## src/rtl/ldst_pkg.sv

```systemverilog
`timescale 1ns/1ps
// Package: shared opcode values and the decoded-operation record for the
// load/store unit. Assumes 6-bit primary opcodes.
package ldst_pkg;

    localparam logic [5:0] OPC_LDB  = 6'h20;  // signed byte load
    localparam logic [5:0] OPC_LDW  = 6'h23;  // word load
    localparam logic [5:0] OPC_LDBU = 6'h24;  // unsigned byte load
    localparam logic [5:0] OPC_STB  = 6'h28;  // byte store
    localparam logic [5:0] OPC_STW  = 6'h2b;  // word store

    typedef struct packed {
        logic known;      // opcode is one the unit handles
        logic is_load;
        logic is_store;
        logic is_word;    // full-word access, otherwise a single byte
        logic is_signed;  // sign-extend a byte load
    } op_kind_t;

    // Map an opcode to its operation attributes.
    function automatic op_kind_t decode_op(input logic [5:0] opc);
        op_kind_t k;
        k = '0;
        unique case (opc)
            OPC_LDB:  begin k.known = 1'b1; k.is_load  = 1'b1; k.is_signed = 1'b1; end
            OPC_LDW:  begin k.known = 1'b1; k.is_load  = 1'b1; k.is_word   = 1'b1; end
            OPC_LDBU: begin k.known = 1'b1; k.is_load  = 1'b1; end
            OPC_STB:  begin k.known = 1'b1; k.is_store = 1'b1; end
            OPC_STW:  begin k.known = 1'b1; k.is_store = 1'b1; k.is_word   = 1'b1; end
            default:  k = '0;
        endcase
        return k;
    endfunction

endpackage

```

## src/rtl/ldst_addr_check.sv

```systemverilog
`timescale 1ns/1ps
// Module: ldst_addr_check
// Forms the byte address from base plus sign-extended displacement and
// decides whether it may be used. Assumes the legal window is [1, MEM_SIZE)
// and that word accesses must sit on a lane-0 boundary. Purely combinational.
module ldst_addr_check #(
    parameter int MEM_SIZE = 1024,
    parameter int ADDR_W   = 32,
    parameter int OFF_W    = 16,
    parameter int LANE_W   = 2,
    parameter int BA_W     = $clog2(MEM_SIZE),
    localparam int WA_W    = BA_W - LANE_W
) (
    input  logic [ADDR_W-1:0] base,
    input  logic [OFF_W-1:0]  offset,
    input  logic              is_word,
    output logic [WA_W-1:0]   word_addr,
    output logic [LANE_W-1:0] lane,
    output logic              legal
);
    logic [ADDR_W-1:0] ea;
    logic              in_range;
    logic              aligned;

    // Effective address: sign-extend the displacement and add.
    always_comb begin
        ea = base + {{(ADDR_W-OFF_W){offset[OFF_W-1]}}, offset};
    end

    // Window and alignment tests, then the combined verdict.
    always_comb begin
        in_range  = (ea != '0) && (ea < ADDR_W'(MEM_SIZE));
        aligned   = !is_word || (ea[LANE_W-1:0] == '0);
        legal     = in_range && aligned;
        word_addr = ea[BA_W-1:LANE_W];
        lane      = ea[LANE_W-1:0];
    end

endmodule

```

## src/rtl/ldst_store_fmt.sv

```systemverilog
`timescale 1ns/1ps
// Module: ldst_store_fmt
// Places store data on memory lanes and builds the byte enables.
// Word stores use every lane. Byte stores repeat the low byte on all lanes
// and enable only the addressed lane (little-endian lane numbering).
module ldst_store_fmt #(
    parameter int DATA_W    = 32,
    localparam int NLANES   = DATA_W / 8,
    localparam int LANE_W   = $clog2(NLANES)
) (
    input  logic [DATA_W-1:0] wdata,
    input  logic [LANE_W-1:0] lane,
    input  logic              is_word,
    output logic [NLANES-1:0] be,
    output logic [DATA_W-1:0] lane_data
);
    for (genvar g = 0; g < NLANES; g++) begin : g_lane
        // Enable and data for lane g.
        always_comb begin
            be[g]             = is_word || (lane == LANE_W'(g));
            lane_data[g*8 +: 8] = is_word ? wdata[g*8 +: 8] : wdata[7:0];
        end
    end

endmodule

```

## src/rtl/ldst_load_ext.sv

```systemverilog
`timescale 1ns/1ps
// Module: ldst_load_ext
// Turns a returned memory word into the load result: the whole word, or the
// byte of the selected lane extended by sign or by zero. Combinational.
module ldst_load_ext #(
    parameter int DATA_W    = 32,
    localparam int NLANES   = DATA_W / 8,
    localparam int LANE_W   = $clog2(NLANES)
) (
    input  logic [DATA_W-1:0] rdata,
    input  logic [LANE_W-1:0] lane,
    input  logic              is_word,
    input  logic              is_signed,
    output logic [DATA_W-1:0] result
);
    logic [7:0] bytes [NLANES];
    logic [7:0] pick;

    for (genvar g = 0; g < NLANES; g++) begin : g_split
        // Split the word into lanes, lane 0 lowest.
        assign bytes[g] = rdata[g*8 +: 8];
    end

    // Select the lane and extend it.
    always_comb begin
        pick = bytes[lane];
        if (is_word) begin
            result = rdata;
        end else if (is_signed) begin
            result = {{(DATA_W-8){pick[7]}}, pick};
        end else begin
            result = {{(DATA_W-8){1'b0}}, pick};
        end
    end

endmodule

```

## src/rtl/ldst_guard_unit.sv

```systemverilog
`timescale 1ns/1ps
// Module: ldst_guard_unit (top)
// Checked load/store unit for a little-endian word memory. Decodes the
// opcode, checks the address, and either drives the memory port or raises
// abort in the same cycle. Assumes memory read data arrives one cycle after
// mem_re. The load result is registered alongside that latency.
module ldst_guard_unit #(
    parameter int MEM_SIZE  = 1024,
    parameter int ADDR_W    = 32,
    parameter int DATA_W    = 32,
    parameter int OFF_W     = 16,
    localparam int NLANES   = DATA_W / 8,
    localparam int LANE_W   = $clog2(NLANES),
    localparam int BA_W     = $clog2(MEM_SIZE),
    localparam int WA_W     = BA_W - LANE_W
) (
    input  logic              clk,
    input  logic              rst_n,
    input  logic              req_valid,
    input  logic [5:0]        req_opcode,
    input  logic [ADDR_W-1:0] req_base,
    input  logic [OFF_W-1:0]  req_offset,
    input  logic [DATA_W-1:0] req_wdata,
    output logic              abort,
    output logic [WA_W-1:0]   mem_addr,
    output logic              mem_re,
    output logic              mem_we,
    output logic [NLANES-1:0] mem_be,
    output logic [DATA_W-1:0] mem_wdata,
    input  logic [DATA_W-1:0] mem_rdata,
    output logic              ld_valid,
    output logic [DATA_W-1:0] ld_data
);
    import ldst_pkg::*;

    op_kind_t           kind;
    logic               legal;
    logic [LANE_W-1:0]  lane;
    logic [NLANES-1:0]  st_be;
    logic [DATA_W-1:0]  st_data;
    logic [DATA_W-1:0]  ext_data;

    logic               ld_pend_q;
    logic [LANE_W-1:0]  lane_q;
    logic               word_q;
    logic               sign_q;

    // Decode the requested operation.
    always_comb begin
        kind = decode_op(req_opcode);
    end

    ldst_addr_check #(
        .MEM_SIZE (MEM_SIZE),
        .ADDR_W   (ADDR_W),
        .OFF_W    (OFF_W),
        .LANE_W   (LANE_W),
        .BA_W     (BA_W)
    ) u_addr (
        .base      (req_base),
        .offset    (req_offset),
        .is_word   (kind.is_word),
        .word_addr (mem_addr),
        .lane      (lane),
        .legal     (legal)
    );

    ldst_store_fmt #(
        .DATA_W (DATA_W)
    ) u_store (
        .wdata     (req_wdata),
        .lane      (lane),
        .is_word   (kind.is_word),
        .be        (st_be),
        .lane_data (st_data)
    );

    // Abort and memory strobes; a failed check suppresses every strobe.
    always_comb begin
        abort     = req_valid && !(kind.known && legal);
        mem_re    = req_valid && kind.is_load  && legal;
        mem_we    = req_valid && kind.is_store && legal;
        mem_be    = mem_we ? st_be : '0;
        mem_wdata = st_data;
    end

    // Remember how to shape the load result while memory answers.
    always_ff @(posedge clk) begin
        if (!rst_n) begin
            ld_pend_q <= 1'b0;
            lane_q    <= '0;
            word_q    <= 1'b0;
            sign_q    <= 1'b0;
        end else begin
            ld_pend_q <= mem_re;
            if (mem_re) begin
                lane_q <= lane;
                word_q <= kind.is_word;
                sign_q <= kind.is_signed;
            end
        end
    end

    ldst_load_ext #(
        .DATA_W (DATA_W)
    ) u_load (
        .rdata     (mem_rdata),
        .lane      (lane_q),
        .is_word   (word_q),
        .is_signed (sign_q),
        .result    (ext_data)
    );

    // Present the result only in the cycle after a legal load.
    always_comb begin
        ld_valid = ld_pend_q;
        ld_data  = ld_pend_q ? ext_data : '0;
    end

endmodule

```

## config.mk

```make
export PLATFORM = sky130hd
export DESIGN_NAME = ldst_guard_unit
export DESIGN_NICKNAME = d
export VERILOG_FILES = /design/src/rtl/ldst_pkg.sv /design/src/rtl/ldst_addr_check.sv /design/src/rtl/ldst_store_fmt.sv /design/src/rtl/ldst_load_ext.sv /design/src/rtl/ldst_guard_unit.sv
export SDC_FILE = /design/constraint.sdc
export NUM_CORES = 1
export LEC_CHECK = 0
export CAP_MARGIN = 20
export CELL_PAD_IN_SITES_DETAIL_PLACEMENT = 1
export CELL_PAD_IN_SITES_GLOBAL_PLACEMENT = 2
export CORE_MARGIN = 2
export CORE_UTILIZATION = 18
export DETAILED_ROUTE_END_ITERATION = 10
export MAX_ROUTING_LAYER = met4
export PLACE_DENSITY_LB_ADDON = 0.1
export SLEW_MARGIN = 5
export SYNTH_ARGS = -nofsm -noshare
export SYNTH_HDL_FRONTEND = slang
export SYNTH_SLANG_ARGS = --single-unit
```

## constraint.sdc

```tcl
create_clock -name clk -period 4.15 [get_ports clk]
set_input_delay 0.415 -clock clk [delete_from_list [all_inputs] [get_ports clk]]
set_output_delay 0.415 -clock clk [all_outputs]
set_load 0.05 [all_outputs]
```

==> summary.txt <==
WP data arrival -> 3680 ps
Ratio of cells with drive above 1 in the final layout -> 30.6%
Most used DFF post-synth -> dfxtp_1
Nets@finish -> 975
Critical Path RT -> 3730 ps
Synth top area share -> 12.0%
Die Wd -> 138 um
Number of global-route vias before repair -> 5225
Worst Skew -> 0 ps
Number of synthesized flops with an enable pin -> 0
Via density -> 4.74
Synth cell types -> 70
Synth Cell Area -> 3240 um^2
Pin count of the biggest net entering global routing -> 29
Core area -> 17800 um^2
Initial DRT Pass Iterations -> 4
Final instance area -> 7150 um^2
CP max FO -> 6
Power per Cell Area -> 171 nW/um^2
Synth warn -> 0
Crit path capture type -> output pin
GRT Overall Usage -> 18.4%
Final period util -> 98.6%
Root Driver -> clkbuf_16
Area of the multi-input gates -> 3400 um^2
Post-cts hold buffer count -> 0
Status -> complete, no violations
Setup Viol. Count Final -> 0
RSZ-0062 raised after global routing -> yes
Layout area overhead -> 121%
Fin crit period -> 4090 ps
Final Hold Viols -> 0
Register area share after synthesis -> 3.09%
Hold WC Path Type -> reg -> reg
Synth Register Bits -> 5
Post-route DRC -> 0
Max-cap violations -> 0
Startpoint types -> input port
VDD IR max -> 0.0000895 V
Placer Congestion -> 0.847
TritonCTS clock tree -> done
Yosys top cell by area -> ha_1
Slew margin rel. -> 29.4%
I/O Buffers -> 200
Total of fill cells in the finished design -> 2157
Worst-Margin Slew -> 1060 ps
Peak Freq -> 244 MHz
Ys async rst share -> 0%
Syn nets -> 665
Worst skew pair latency -> 230 ps
Reg clk slew, reported paths -> 30 ps
Count leader, synth -> nand2_1
I/O pin count -> 201
Inserted Diodes -> 0
P_leak -> 2.97 nW
H-Tree Depth -> 1
Synth Area per Inst -> 6.33 um^2
Grt ovf -> 0
Drt wl/cell -> 17.5 um
Post-route antenna net violation count -> 0
Initial antenna violation count -> 0
Starting Density -> 18.2%
Clk buf depth -> 2
Final WL -> 18.4 mm
Commonest cells in the netlist -> nand2_1, a21oi_1, o21ai_0
Cell row count -> 49
Post-Syn Instances -> 512
Pre-CTS setup slack -> -422 ps
Critical path type -> in -> out
Placed instance area -> 6310 um^2
Max Slew Vio Count -> 0
Die height -> 138 um
Die footprint -> 19100 um^2
DRT iter0 DRCs -> 148
CTS Buf Count -> 3
Routed vias -> 4980
Sequential cell area -> 100 um^2
First-pass GRT wire length -> 28.3 mm
Core Util, Final -> 40.2%
Final setup margin -> 57.6 ps
Detailed Place HPWL -> 14.9 mm
Clk sink count -> 5
Top post-synthesis cells by area -> ha_1, nand2_1, a21oi_1, o21ai_0, inv_1
kinds of logic (layout without fill, tap and decap cells):
kind of cell,count (synthesis),count (layout),share of synthesized area [%]
AOI/OAI and AO/OA,200,200,41.2
xor gates and xnor gates,14,14,3.79
adders and majority gates,32,32,12.6
buffers and inverters,67,376,9.39
DFF,5,5,3.09
muxes,6,6,2.28
and+or+nand+nor,188,188,27.7
metrics by stage:
step	power (mW)	std cells	hold WS (ps)	TNS, ps
after detailed placement	0.935	1027	545	-2830
after floorplan	0.501	512	508	0
after global placement	0.928	1027	536	-2620
after CTS	1.16	1040	550	0
after global routing	1.31	1050	590	-985
final	1.22	1050	557	0
final timing paths:
kind	startpoint	end	slack, ps	depth (start not counted)
worst max-delay path	req_base[23]	mem_be[3]	60	15
worst min-delay path	sign_q	sign_q	560	3
worst max register to register	word_q	word_q	2080	3
worst min register to register	sign_q	sign_q	560	3
power by group:
group	leakage (nW)	switching (mW)	internal [mW]
Sequential	0.0402	0.00000000228	0.0484
Clock	0.0382	0.0336	0.127
Combinational	2.89	0.523	0.492
area by class of cell:
| type | instances | area share [%] |
|---|---|---|
| multi-input cells | 440 | 47.5 |
| repair buffers | 336 | 44.1 |
| well taps | 229 | 4.01 |
| inverters | 36 | 1.89 |
| flip-flops and latches | 5 | 1.40 |
| clock buffers | 4 | 1.10 |
critical path, cell delays in order:
cell and delay (ps):
clkdlybuf4s50_1 440, ha_4 320, o211ai_1 150, o21ai_2 210, mux2i_2 120, a2111oi_4 360
buf_4 160, nand3_1 80, a2111oi_2 230, nand4_1 160, nor4_2 290, buf_4 180
nand4_4 170, a21oi_4 220, buf_12 160
placed cells by master, fill, tap and decap left out, types with 3 or more instances in the layout:
cell,count
clkdlybuf4s50_1,178
buf_4,131
nand2_1,97
a21oi_1,56
inv_1,34
o21ai_0,31
nor2_1,23
ha_4,21
a21oi_2,16
nand4_1,12
nand3_1,11
a21oi_4,9
dlymetal6s2s_1,9
a21o_1,8
o211ai_1,8
o22ai_1,8
o21ai_2,7
nand2b_1,7
xnor2_1,7
o21a_1,7
xor2_1,7
ha_1,7
buf_12,7
buf_6,6
o21ai_1,5
dfxtp_1,5
and2_1,4
a31o_1,4
clkbuf_16,4
and3_4,3
nand2_2,3
nor3_2,3
mux2i_1,3
nor3_1,3
a2111oi_4,3
ha_2,3
sequential cells by signal (all words and copies together), names as in the netlist:
register and flops:
lane_q 2, ld_valid 1, sign_q 1, word_q 1
routing by layer:
metal	wire length, um	global-route usage, %	vias up
li1	-	-	2489
met1	8170	22.8	2342
met2	9430	33.2	141
met3	675	1.77	8
met4	123	2.31	0
met5	0	-	-
what timing repair did:
| action | CTS | global route |
|---|---|---|
| setup buffers | 8 | 9 |
| pin swaps | 17 | 35 |
| cloned | 1 | 1 |
| resized for setup | 47 | 89 |
| setup endpoints to repair | 7 | 7 |
Power figures use the tool's default switching activity.
